## src/rtl/spike_pkg.sv

```systemverilog
package spike_pkg;
  typedef enum logic [1:0] {
    FR_IDLE = 2'd0,
    FR_HDR  = 2'd1,
    FR_ENT  = 2'd2,
    FR_END  = 2'd3
  } frame_state_t;
endpackage

```

## src/rtl/spike_detect.sv

```systemverilog
module spike_detect #(
  parameter int NUM_CH = 100,
  parameter int ADDR_W = 7,
  parameter int SAMP_W = 10
) (
  input  logic                     clk,
  input  logic                     rst,
  input  logic                     smp_valid,
  input  logic [ADDR_W-1:0]        smp_chan,
  input  logic signed [SAMP_W-1:0] smp_data,
  input  logic                     cfg_we,
  input  logic [ADDR_W-1:0]        cfg_chan,
  input  logic signed [SAMP_W-1:0] cfg_thr,
  output logic                     push,
  output logic [ADDR_W-1:0]        push_addr,
  output logic                     scan_end
);
  localparam logic [ADDR_W-1:0] LAST_CH = ADDR_W'(NUM_CH - 1);

  logic signed [SAMP_W-1:0] thr_mem [NUM_CH];
  logic signed [SAMP_W-1:0] thr_rd;
  logic signed [SAMP_W-1:0] s1_data;
  logic [ADDR_W-1:0]        s1_chan;
  logic                     s1_valid;
  logic [NUM_CH-1:0]        armed;
  logic                     above;

  // threshold store: one write port, one registered read port
  always_ff @(posedge clk) begin
    if (cfg_we && cfg_chan <= LAST_CH) thr_mem[cfg_chan] <= cfg_thr;
    thr_rd  <= thr_mem[smp_chan];
    s1_data <= smp_data;
    s1_chan <= smp_chan;
  end

  always_ff @(posedge clk) begin
    if (rst) s1_valid <= 1'b0;
    else     s1_valid <= smp_valid && (smp_chan <= LAST_CH);
  end

  assign above = s1_data > thr_rd;

  always_ff @(posedge clk) begin
    if (rst) begin
      armed     <= '1;
      push      <= 1'b0;
      scan_end  <= 1'b0;
      push_addr <= '0;
    end else begin
      push      <= s1_valid && above && armed[s1_chan];
      push_addr <= s1_chan;
      scan_end  <= s1_valid && (s1_chan == LAST_CH);
      if (s1_valid) armed[s1_chan] <= !above;
    end
  end

  assert_single_report_R2: assert property (@(posedge clk) disable iff (rst)
    (s1_valid && above && !armed[s1_chan]) |=> !push);
endmodule

```

## src/rtl/spike_fifo.sv

```systemverilog
module spike_fifo #(
  parameter int DEPTH  = 8,
  parameter int DATA_W = 7,
  localparam int PTR_W = $clog2(DEPTH),
  localparam int CNT_W = $clog2(DEPTH + 1)
) (
  input  logic              clk,
  input  logic              rst,
  input  logic              push,
  input  logic [DATA_W-1:0] push_data,
  input  logic              pop,
  output logic [DATA_W-1:0] head,
  output logic [CNT_W-1:0]  count,
  output logic              drop
);
  logic [DATA_W-1:0] mem [DEPTH];
  logic [PTR_W-1:0]  wr_ptr, rd_ptr;
  logic              full, do_push, do_pop;

  assign full    = count == CNT_W'(DEPTH);
  assign do_push = push && !full;
  assign do_pop  = pop && (count != '0);
  assign drop    = push && full;
  assign head    = mem[rd_ptr];

  always_ff @(posedge clk) begin
    if (do_push) mem[wr_ptr] <= push_data;
  end

  always_ff @(posedge clk) begin
    if (rst) begin
      wr_ptr <= '0;
      rd_ptr <= '0;
      count  <= '0;
    end else begin
      if (do_push) wr_ptr <= wr_ptr + 1'b1;
      if (do_pop)  rd_ptr <= rd_ptr + 1'b1;
      count <= count + CNT_W'(do_push) - CNT_W'(do_pop);
    end
  end

  assert_full_drop_R7: assert property (@(posedge clk) disable iff (rst)
    (push && full && !pop) |=> (count == $past(count)));
  assert_pop_nonempty_R6: assert property (@(posedge clk) disable iff (rst)
    pop |-> (count != '0));
endmodule

```

## src/rtl/spike_framer.sv

```systemverilog
module spike_framer
  import spike_pkg::*;
#(
  parameter int          ADDR_W     = 7,
  parameter int          FIFO_DEPTH = 8,
  parameter int          SYNC_W     = 8,
  parameter logic [SYNC_W-1:0] SYNC_WORD = 8'hB2,
  localparam int CNT_W = $clog2(FIFO_DEPTH + 1)
) (
  input  logic              clk,
  input  logic              rst,
  input  logic              scan_end,
  input  logic              drop,
  input  logic [CNT_W-1:0]  q_count,
  input  logic [ADDR_W-1:0] q_head,
  input  logic              bit_en,
  output logic              pop,
  output logic              ser_data,
  output logic              ser_valid
);
  localparam int HDR_W = SYNC_W + 1;
  localparam int ENT_W = ADDR_W + 1;
  localparam int SH_W  = (HDR_W > ENT_W) ? HDR_W : ENT_W;
  localparam int BL_W  = $clog2(SH_W + 1);
  localparam logic [ADDR_W-1:0] END_ADDR = '1;

  frame_state_t      state;
  logic [SH_W-1:0]   sh;
  logic [BL_W-1:0]   bits_left;
  logic [CNT_W-1:0]  ent_left;
  logic              req_q, ovf_q, start, seg_done;

  assign start    = (state == FR_IDLE) && req_q;
  assign seg_done = (state != FR_IDLE) && bit_en && (bits_left == BL_W'(1));
  assign pop      = seg_done && (state != FR_END) && (ent_left != '0);
  assign ser_data  = sh[SH_W-1];
  assign ser_valid = state != FR_IDLE;

  always_ff @(posedge clk) begin
    if (rst) begin
      req_q <= 1'b0;
      ovf_q <= 1'b0;
    end else begin
      req_q <= scan_end || (req_q && !start);
      ovf_q <= drop || (ovf_q && !start);
    end
  end

  always_ff @(posedge clk) begin
    if (rst) begin
      state     <= FR_IDLE;
      sh        <= '0;
      bits_left <= '0;
      ent_left  <= '0;
    end else if (start) begin
      state     <= FR_HDR;
      sh        <= SH_W'({SYNC_WORD, ovf_q}) << (SH_W - HDR_W);
      bits_left <= BL_W'(HDR_W);
      ent_left  <= q_count;
    end else if (state != FR_IDLE && bit_en) begin
      if (!seg_done) begin
        sh        <= sh << 1;
        bits_left <= bits_left - 1'b1;
      end else if (pop) begin
        state     <= FR_ENT;
        sh        <= SH_W'({q_head, ^q_head}) << (SH_W - ENT_W);
        bits_left <= BL_W'(ENT_W);
        ent_left  <= ent_left - 1'b1;
      end else if (state != FR_END) begin
        state     <= FR_END;
        sh        <= SH_W'({END_ADDR, ^END_ADDR}) << (SH_W - ENT_W);
        bits_left <= BL_W'(ENT_W);
      end else begin
        state <= FR_IDLE;
      end
    end
  end

  assert_hold_R8: assert property (@(posedge clk) disable iff (rst)
    (ser_valid && !bit_en) |=> (ser_valid && $stable(ser_data)));
  assert_even_parity_R5: assert property (@(posedge clk) disable iff (rst)
    (state == FR_ENT && bits_left == BL_W'(ENT_W)) |-> ((^sh[SH_W-1 -: ENT_W]) == 1'b0));
  assert_end_last_R4: assert property (@(posedge clk) disable iff (rst)
    $fell(ser_valid) |-> ($past(state) == FR_END));
  assert_scan_frame_R3: assert property (@(posedge clk) disable iff (rst)
    scan_end |=> (req_q || ser_valid));
endmodule

```

## src/rtl/spike_reporter.sv

```systemverilog
module spike_reporter #(
  parameter int NUM_CH     = 100,
  parameter int SAMP_W     = 10,
  parameter int FIFO_DEPTH = 8,
  parameter int SYNC_W     = 8,
  parameter logic [SYNC_W-1:0] SYNC_WORD = 8'hB2,
  localparam int ADDR_W = $clog2(NUM_CH + 1)
) (
  input  logic                     clk,
  input  logic                     rst,
  input  logic                     smp_valid,
  input  logic [ADDR_W-1:0]        smp_chan,
  input  logic signed [SAMP_W-1:0] smp_data,
  input  logic                     cfg_we,
  input  logic [ADDR_W-1:0]        cfg_chan,
  input  logic signed [SAMP_W-1:0] cfg_thr,
  input  logic                     bit_en,
  output logic                     ser_data,
  output logic                     ser_valid
);
  localparam int CNT_W = $clog2(FIFO_DEPTH + 1);

  logic              push, scan_end, pop, drop;
  logic [ADDR_W-1:0] push_addr, q_head;
  logic [CNT_W-1:0]  q_count;

  spike_detect #(.NUM_CH(NUM_CH), .ADDR_W(ADDR_W), .SAMP_W(SAMP_W)) u_detect (
    .clk(clk), .rst(rst), .smp_valid(smp_valid), .smp_chan(smp_chan),
    .smp_data(smp_data), .cfg_we(cfg_we), .cfg_chan(cfg_chan), .cfg_thr(cfg_thr),
    .push(push), .push_addr(push_addr), .scan_end(scan_end));

  spike_fifo #(.DEPTH(FIFO_DEPTH), .DATA_W(ADDR_W)) u_fifo (
    .clk(clk), .rst(rst), .push(push), .push_data(push_addr), .pop(pop),
    .head(q_head), .count(q_count), .drop(drop));

  spike_framer #(.ADDR_W(ADDR_W), .FIFO_DEPTH(FIFO_DEPTH), .SYNC_W(SYNC_W),
                 .SYNC_WORD(SYNC_WORD)) u_framer (
    .clk(clk), .rst(rst), .scan_end(scan_end), .drop(drop), .q_count(q_count),
    .q_head(q_head), .bit_en(bit_en), .pop(pop), .ser_data(ser_data),
    .ser_valid(ser_valid));
endmodule

```

## config.mk

```make
export PLATFORM = sky130hd
export DESIGN_NAME = spike_reporter
export DESIGN_NICKNAME = d
export VERILOG_FILES = /design/src/rtl/spike_pkg.sv /design/src/rtl/spike_detect.sv /design/src/rtl/spike_fifo.sv /design/src/rtl/spike_framer.sv /design/src/rtl/spike_reporter.sv
export SDC_FILE = /design/constraint.sdc
export NUM_CORES = 1
export LEC_CHECK = 0
export BUFFER_PORTS_ARGS = -buffer_cell sky130_fd_sc_hd__buf_2
export CORE_ASPECT_RATIO = 1.2
export CORE_UTILIZATION = 40
export DETAILED_ROUTE_END_ITERATION = 12
export PLACE_DENSITY_LB_ADDON = 0.12
export SLEW_MARGIN = 20
export SYNTH_ARGS = -nofsm -noshare
export SYNTH_HDL_FRONTEND = slang
export SYNTH_SLANG_ARGS = --single-unit
export TNS_END_PERCENT = 5
```

## constraint.sdc

```tcl
create_clock -name clk -period 3.4 [get_ports clk]
set_clock_uncertainty 0.2 [all_clocks]
set_input_delay 0.68 -clock clk [delete_from_list [all_inputs] [get_ports clk]]
set_output_delay 0.68 -clock clk [all_outputs]
set_load 0.005 [all_outputs]
```

; Word-level counts from Yosys, hierarchy flattened
; Memories as Yosys holds them, arrays and structs flattened. A register that Yosys moved wholly into a read port is not among the register bits.
; Index checks and enable logic that the tools add are counted.
[totals]
regBits = 158
ram_bits = 1056
inputBits = 39
out_inout_bits = 2
elab_cells = 103
mem_count = 2
[classes]
add_sub_neg = 6
order_cmp = 5
n_eq_ne = 6
n_mux = 30
n_reduce_logical = 35
[memory_table]
columns = name, depth, width, read_ports, rd_ports_with_merged_regs, wr, line
row1 = u_detect.thr_mem, 100, 10, 1, 1, 1, spike_detect.sv:20  ; logic signed [SAMP_W-1:0] thr_mem [NUM_CH];
row2 = u_fifo.mem, 8, 7, 1, 1, 1, spike_fifo.sv:16  ; logic [DATA_W-1:0] mem [DEPTH];
[op_table]
columns = cell, n
row1 = $bwmux W100, 1
row2 = $mux W9, 5
row3 = $mux W4, 9
row4 = $logic_and A1 B1 Y1, 16
row5 = $le A7 B7 Y1 const B, 2
row6 = $gt A10 B10 Y1, 1
row7 = $mux W1, 9
row8 = $lt A7 B8 Y1 const B, 1
row9 = $reduce_and A2 Y1, 4
row10 = $reduce_bool A2 Y1, 4
row11 = $reduce_bool A4 Y1, 2
row12 = $sub A4 B1 Y4 const B, 2
row13 = $bmux W1 S7, 1
row14 = $demux W1 S7, 1
row15 = $eq A7 B7 Y1 const B, 1
row16 = $ge A7 B1 Y1 const B, 1
row17 = $reduce_xor A7 Y1, 1
row18 = $add A3 B1 Y3 const B, 2
row19 = $mux W3, 2
row20 = $add A4 B1 Y4, 1
row21 = $eq A4 B1 Y1 const B, 1
row22 = $eq A4 B4 Y1 const B, 1
row23 = $mux W2, 2
row24 = $ne A4 B3 Y1 const B, 1
row25 = 8 further kinds, 11

; Depth between registers and ports, before layout
; Gate-level depths: netlist of the first run.
[logic_depth]
word_depth = 9
depth_mapped = 12

; By module
; From an unflattened synthesis of the first run, not the netlist that was laid out.
[unflattened]
cells_unflattened = 2939
area_unflattened_um2 = 49286.0
[modules_own_cells]
columns = mod, n_inst, cells_each, area_per_inst_um2
row1 = spike_detect, 1, 2655, 45275.9
row2 = spike_fifo, 1, 160, 2895.3
row3 = spike_framer, 1, 124, 1114.8

; Worst setup path before layout of the first run
; Ideal clock, no wire load.
[synth_timing]
kind = input to register
startpoint = input port smp_chan[1]
endpoint = register u_detect.thr_rd[1] (read register of u_detect.thr_mem)
setup_time_ns = 0.129
arrival_time_ns = 2.570
required_ns = 3.071
path_slack_ns = 0.501
cell_stages = 7
path_buffers = 3
cell_sequence = buf_2 > buf_2 > buf_1 > mux4_2 > mux4_2 > a211oi_1 > o211ai_1
[synth_lines]
columns = item, line
row1 = start: declaration, spike_reporter.sv:12  ; input logic [ADDR_W-1:0] smp_chan,
row2 = end: declaration, spike_detect.sv:21  ; logic signed [SAMP_W-1:0] thr_rd;

; Final worst setup path of the first run
[layout_timing]
startpoint = register u_detect.thr_rd[5] (read register of u_detect.thr_mem)
endpoint = register u_detect.armed[55]
[layout_between]
elab_chain_cells = 3
[layout_rtl]
columns = item, line
row1 = $gt A10 B10 Y1, spike_detect.sv:41  ; assign above = s1_data > thr_rd;
row2 = $logic_not A1 Y1, spike_detect.sv:53  ; if (s1_valid) armed[s1_chan] <= !above;
row3 = $bwmux W100, spike_detect.sv:53
row4 = end signal: indexed assignment, spike_detect.sv:53
row5 = end: declaration, spike_detect.sv:25  ; logic [NUM_CH-1:0] armed;
; No other way between the ends.
; A chain may end at the register's enable or synchronous reset.

==> summary.md, run 1 <==
| Metric | Value |
|---|---|
| Asr flop ratio synth | `0%` |
| Status | `complete, no violations` |
| # fillers | `around 10000` |
| Worst slew pin tran | `between 1 and 1.5 ns` |
| Final wirelength | `about 120 mm` |
| GRT overflow | `0` |
| Hold Vio Cnt, Final | `0` |
| Ports | `approximately 40` |
| Area leader, netlist | `edfxtp_1` |
| Leakage | `~18 nW` |
| CTS buffer count | `120` |
| Clock transition at path regs | `about 0.060 ns` |
| Arrival @ worst endpoint | `approximately 3.4 ns` |
| Routability congestion estimate | `around 0.79` |
| Worst R2R Setup Slack | `about 0.37 ns` |
| Mean Syn Cell Area | `19.3 µm²` |
| Die Area | `approximately 120000 µm²` |
| CP Launch Type | `flip-flop` |
| DR iter-0 viols | `between 2000 and 2500` |
| Clk sinks | `1227` |
| Multi-input gate area | `~12000 µm²` |
| Total power | `between 30 and 40 mW` |
| Port bufs | `40` |
| First-pass GRT wire length | `approximately 180 mm` |
| Starting density of the core | `between 40% and 50%` |
| CTS root buf | `clkbuf_16` |
| Synth warn | `0` |
| Fin util | `around 47%` |
| Post-Syn Area | `around 48000 µm²` |
| Period utilization | `approximately nine tenths` |
| Yosys reg bits | `about 1200` |
| Min-delay worst type | `in -> reg` |
| Setup TNS | `0 ns` |
| Antenna viol nets, final | `0` |
| Clk buf depth | `3` |
| Synth area leaders | `edfxtp_1, mux4_2, dfxtp_1, o311ai_0, mux2i_1` |
| Vias in the first global route | `roughly 26000` |
| Area taken by flip-flops and latches | `between 30000 and 40000 µm²` |
| Routed length per instance | `roughly 28 µm` |
| Post-Syn Instances | `2500` |
| Post-synth top area share | `65.7%` |
| Seq/Total Area, Yosys | `between 70% and 80%` |
| Core area | `approximately 120000 µm²` |
| DIE WIDTH | `319 µm` |
| Die Span Y | `between 300 and 400 µm` |
| Peak VDD IR | `a little over 400 µV` |
| Top_reg_cell synth | `edfxtp_1` |
| CTS tree | `done` |
| Pin count of the biggest net entering global routing | `102` |
| Critical Path End Type | `flip-flop` |
| Final min period | `around 3 ns` |
| Slew HR | `between 30% and 40%` |
| Htree depth | `3` |
| Worst path required time | `roughly 3.8 ns` |
| Power Dens Cells | `between 500 and 600 nW/µm²` |
| Vias | `about 25000` |
| Detail-routed via count per cell | `5.62` |
| RSZ-0062 raised after global routing | `false` |
| P&R area growth vs syn | `15.7%` |
| Final HPWL DP | `approximately 77 mm` |
| Critical Path Fanout Max | `between 40 and 50` |
| Crit Path Class | `reg -> reg` |
| Row count | `around 140` |
| # Max-Cap Violations | `0` |
| Setup bufs post-CTS | `0` |
| Share of cells above drive strength 1 | `between 20 and 30%` |
| DRC Markers | `0` |
| Syn nets | `around 2600` |
| Post-CTS Resized | `0` |
| Skew-Pair Late Insertion Delay | `between 0.7 and 0.8 ns` |
| Post-synthesis cell type count | `between 50 and 60` |
| Fmax | `roughly 330 MHz` |
| Setup-failing EPs final | `0` |
| GRT Util Overall | `about a fifth` |
| First-pass DRT Iterations | `5` |
| Initial antenna violation count | `3` |
| Post-CTS Hold Fix Bufs | `14` |
| Final #Nets | `2803` |
| Max-slew violations | `0` |
| Post-synth EDFFs | `~1100` |
-- through the flow --
stage               worst slack, ns  area, µm²  hold WS, ns  std cells
global route                  0.147      55800       0.0737       4391
CTS                           0.324      55800       0.0385       4391
floorplan                     0.501      48300        0.213       2500
global placement            0.00610      51800        0.245       4157
detailed placement          -0.0236      51800        0.249       4157
finish                        0.371      55800       0.0952       4393
-- worst max-delay path: stages (launching register included) --
cell	delay, ns
dfxtp_1	0.51
inv_1	0.10
ha_1	0.31
a21o_1	0.17
a21oi_1	0.15
nor2b_1	0.06
o21ai_0	0.35
a41oi_4	0.36
buf_12	0.29
o311ai_0	0.40
-- registers in the layout, indices dropped and copies added, names as in the netlist, 2 cells and up, named ones only --
signal	count
u_framer.ent_left	4
u_detect.push_addr	7
u_fifo.count	4
u_detect.s1_data	10
u_framer.sh	9
u_detect.s1_chan	7
u_framer.state	2
u_fifo.wr_ptr	3
u_detect.thr_rd	10
u_fifo.rd_ptr	3
u_framer.bits_left	4
u_detect.thr_mem	1000
u_detect.armed	100
u_fifo.mem	56
-- final timing paths --
check | startpoint | endpoint | depth (start not counted)
min | rst | u_framer.bits_left[3]$_SDFFE_PP0P_ | 3
min reg2reg | u_framer.sh[4]$_SDFFE_PP0P_ | u_framer.sh[4]$_SDFFE_PP0P_ | 2
max | u_detect.thr_rd[5]$_DFF_P_ | u_detect.armed[55]$_SDFFE_PP1P_ | 9
max reg2reg | u_detect.thr_rd[5]$_DFF_P_ | u_detect.armed[55]$_SDFFE_PP1P_ | 9
-- power by group --
group	switching, mW	total (mW)	internal [mW]
clock network	5.69	13.1	7.41
registers	0.0745	16.5	16.4
logic	1.03	1.71	0.679
total	6.79	31.3	24.5
-- area by class of cell --
cell class / count / area share (%)
multi-input combinational: 1080 / 22.0
antenna: 2 / 0.00896
timing repair buffer: 288 / 4.48
inverter: 25 / 0.168
clock inverter: 69 / 1.14
clock buffer: 151 / 5.81
tap: 1551 / 3.48
sequential: 1227 / 62.9
-- cells in the mapped netlist, types with 6 or more instances --
cell and number:
xnor2_1 9, buf_1 35, buf_2 40, a21oi_1 37
nor2b_1 33, edfxtp_1 1056, nand3_1 29, nor2_1 151
inv_1 24, nand2_1 69, o311ai_0 102, ha_1 21
dfxtp_1 171, mux4_1 7, xor2_1 14, o211ai_1 7
buf_4 10, a221oi_1 6, mux2i_1 71, clkbuf_1 78
a31oi_1 7, mux4_2 324, o21ai_0 117, a211oi_1 9
-- placed cells by master (no fill, tap or decap), types with 6 or more instances in the layout --
master and count:
a211oi_1 9, a21oi_1 37, a221oi_1 6, a31oi_1 7, buf_12 28, buf_2 27, buf_4 215, bufinv_16 9
clkbuf_1 21, clkbuf_16 122, clkbuf_8 8, clkinv_1 23, clkinv_2 18, clkinvlp_4 7, dfxtp_1 171, dlygate4sd3_1 14
edfxtp_1 1056, ha_1 21, inv_1 23, mux2i_1 71, mux4_1 7, mux4_2 324, nand2_1 69, nand3_1 29
nor2_1 151, nor2b_1 33, o211ai_1 7, o21ai_0 117, o311ai_0 102, xnor2_1 9, xor2_1 14
-- cell families after synthesis --
logic type	after synthesis	synth area share (%)
AOI/OAI and AO/OA	311	4.35
muxes	405	17.0
DFF	1227	72.8
adders and majority gates	22	0.586
buffers and inverters	193	1.77
xor gates and xnor gates	25	0.511
and+or+nand+nor	317	2.92
-- per-layer routing --
| layer | up-vias | track usage, % | wire length, µm |
|---|---|---|---|
| li1 | 10798 | - | - |
| met1 | 13092 | 25.8 | 49700 |
| met2 | 624 | 34.4 | 61700 |
| met3 | 154 | 3.23 | 6090 |
| met4 | 4 | 6.68 | 3450 |
| met5 | - | 0 | 23 |
No activity file was read; power rests on OpenSTA's default activity.
==> run 2: changes to the inputs <==
--- a/config.mk
+++ b/config.mk
@@ -9,6 +9,7 @@
 export CORE_ASPECT_RATIO = 1.2
 export CORE_UTILIZATION = 40
 export DETAILED_ROUTE_END_ITERATION = 12
+export MAX_ROUTING_LAYER = met4
 export PLACE_DENSITY_LB_ADDON = 0.12
 export SLEW_MARGIN = 20
 export SYNTH_ARGS = -nofsm -noshare
==> summary.md, run 2 (synthesis results as in run 1) <==
| Metric | Value |
|---|---|
| CTS root buf | `clkbuf_16` |
| Clock transition at path regs | `0.06 ns (about the same)` |
| Critical Path Fanout Max | `44 (unchanged)` |
| Routed length per instance | `27.6 µm (+0.20%)` |
| First-pass GRT wire length | `178 mm (about the same)` |
| Vias in the first global route | `25764 (-0.16%)` |
| Skew-Pair Late Insertion Delay | `0.75 ns (about the same)` |
| Fmax | `329 MHz (-0.25%)` |
| Post-CTS Resized | `0 (unchanged)` |
| Share of cells above drive strength 1 | `27.7% (unchanged)` |
| Antenna viol nets, final | `0 (unchanged)` |
| Critical Path End Type | `flip-flop` |
| Peak VDD IR | `414 µV (about the same)` |
| HP Start | `rst` |
| First-pass DRT Iterations | `5 (unchanged)` |
| Leakage | `17.9 nW (unchanged)` |
| Post-CTS Hold Fix Bufs | `14 (unchanged)` |
| # fillers | `10040 (unchanged)` |
| RSZ-0062 raised after global routing | `false` |
| Min-delay worst type | `in -> reg` |
| DIE WIDTH | `319 µm (unchanged)` |
| Max-slew violations | `0 (unchanged)` |
| Vias | `24844 (+0.70%)` |
| Clk buf depth | `3 (unchanged)` |
| Worst reg2reg endpoint | `u_detect.armed[55]$_SDFFE_PP1P_` |
| R2R cell count | `9 (unchanged)` |
| DR iter-0 viols | `2104 (-2.4%)` |
| Port bufs | `40 (unchanged)` |
| Crit Path Class | `reg -> reg` |
| Max FFs per register | `1000 (unchanged)` |
| Worst path required time | `3.80 ns (about the same)` |
| Power Dens Cells | `561 nW/µm² (about the same)` |
| Row count | `139 (unchanged)` |
| Die Span Y | `382 µm (unchanged)` |
| Hold Vio Cnt, Final | `0 (unchanged)` |
| Crit-path max cell delay | `0.51 ns (about the same)` |
| Most common cell after layout, fill and taps aside | `edfxtp_1` |
| Initial antenna violation count | `5 (+2)` |
| Final HPWL DP | `76.6 mm (unchanged)` |
| Detail-routed via count per cell | `5.66 (+0.70%)` |
| GRT Util Overall | `20.7% (+0.62 points)` |
| DRC Markers | `0 (unchanged)` |
| Clk sinks | `1227 (unchanged)` |
| Largest register by flop count | `u_detect.thr_mem` |
| CP Launch Type | `flip-flop` |
| Crit path max-delay cell type | `dfxtp_1` |
| Setup TNS | `0 ns (unchanged)` |
| Ports | `41 (unchanged)` |
| Slew HR | `31.5% (-0.61 points)` |
| Setup bufs post-CTS | `0 (unchanged)` |
| CP Cell Sequence | `inv_1 -> ha_1 -> a21o_1 -> a21oi_1 -> nor2b_1 -> o21ai_0 -> a41oi_4 -> buf_12 -> o311ai_0` |
| Biggest regs | `u_detect.thr_mem: 1000 flops, u_detect.armed: 100 flops, u_fifo.mem: 56 flops` |
| GRT overflow | `0 (unchanged)` |
| Starting density of the core | `40.3% (unchanged)` |
| Most frequent cells in the layout | `edfxtp_1, mux4_2, buf_4` |
| Pin count of the biggest net entering global routing | `102 (unchanged)` |
| Finished layout cell area | `55800 µm² (unchanged)` |
| CTS tree | `done` |
| Hold EP | `u_framer.bits_left[3]$_SDFFE_PP0P_` |
| Die Area | `122000 µm² (unchanged)` |
| Core area | `120000 µm² (unchanged)` |
| Area taken by flip-flops and latches | `35100 µm² (unchanged)` |
| # Max-Cap Violations | `0 (unchanged)` |
| Final #Nets | `2803 (unchanged)` |
| Status | `complete, no violations` |
| Post-DP Area | `51800 µm² (unchanged)` |
| Worst R2R Setup Slack | `0.36 ns (about the same)` |
| P&R area growth vs syn | `15.7% (unchanged)` |
| Worst slew pin tran | `1.02 ns (+0.00909 ns)` |
| Setup-failing EPs final | `0 (unchanged)` |
| CTS buffer count | `120 (unchanged)` |
| Period utilization | `89.3% (+0.22 points)` |
| Hold Path Stages | `3 (unchanged)` |
| Htree depth | `3 (unchanged)` |
| Routability congestion estimate | `0.800 (+1.4%)` |
| Fin Hold WS | `0.102 ns (+0.00658 ns)` |
| Multi-input gate area | `12300 µm² (unchanged)` |
| Final min period | `3.04 ns (+0.00764 ns)` |
| Final wirelength | `121 mm (+0.20%)` |
| Arrival @ worst endpoint | `3.43 ns (about the same)` |
| R2R Path Start | `u_detect.thr_rd[5]$_DFF_P_` |
==> run 2: cell counts in the layout (fill, tap and decap cells not counted) <==
No cell type changed its count.
==> run 2: area by class of cell <==
cell class	instances	share of cell area (%)
multi-input combinational	1080	22.0
clock inverter	69	1.14
sequential	1227	62.9
tap	1551	3.48
inverter	25	0.168
clock buffer	151	5.81
timing repair buffer	288	4.48
antenna	2	0.00896
==> run 2: report_power, final <==
part	total, mW	leakage (nW)	internal, mW	switching (mW)
Clock	13.1	1.88	7.42	5.69
Sequential	16.5	10.9	16.4	0.0740
Combinational	1.72	5.11	0.680	1.04
==> run 2: critical path: cells and delay by family, from the launching register on <==
family | cells | cell delay (ns)
flip-flops | 1 | 0.51
adder cells (fa/ha/maj) | 1 | 0.31
buffers and inverters | 2 | 0.39
AND/OR/NAND/NOR | 1 | 0.06
AO/OA/AOI/OAI | 5 | 1.43
==> run 2: routing by layer <==
metal	vias up	track usage [%]	routed length, µm
li1	10816	-	-
met1	13174	25.8	49900
met2	685	34.4	61600
met3	169	3.27	6290
met4	0	6.73	3450
met5	-	-	0
==> run 2: worst max path at each step <==
stage | slack [ns] | end | start
floorplan | 0.50 | u_detect.thr_rd[1]$_DFF_P_ | smp_chan[1]
global placement | 0.006 | u_detect.thr_rd[8]$_DFF_P_ | smp_chan[0]
detailed placement | -0.02 | u_detect.thr_rd[8]$_DFF_P_ | smp_chan[0]
CTS | 0.32 | u_detect.armed[55]$_SDFFE_PP1P_ | u_detect.thr_rd[5]$_DFF_P_
global route | 0.15 | u_detect.armed[55]$_SDFFE_PP1P_ | u_detect.thr_rd[5]$_DFF_P_
finish | 0.36 | u_detect.armed[55]$_SDFFE_PP1P_ | u_detect.thr_rd[5]$_DFF_P_
==> run 2: stage by stage <==
| stage | setup slack (ns) | util (%) | total power [mW] | std cells |
|---|---|---|---|---|
| after floorplan | 0.501 | - | 17.7 | 2500 |
| after global placement | 0.00610 | 43.3 | 18.5 | 4157 |
| after detailed placement | -0.0236 | 43.3 | 18.5 | 4157 |
| after CTS | 0.324 | 46.7 | 31.7 | 4391 |
| after global routing | 0.148 | 46.7 | 32.3 | 4393 |
| final | 0.363 | 46.7 | 31.3 | 4393 |
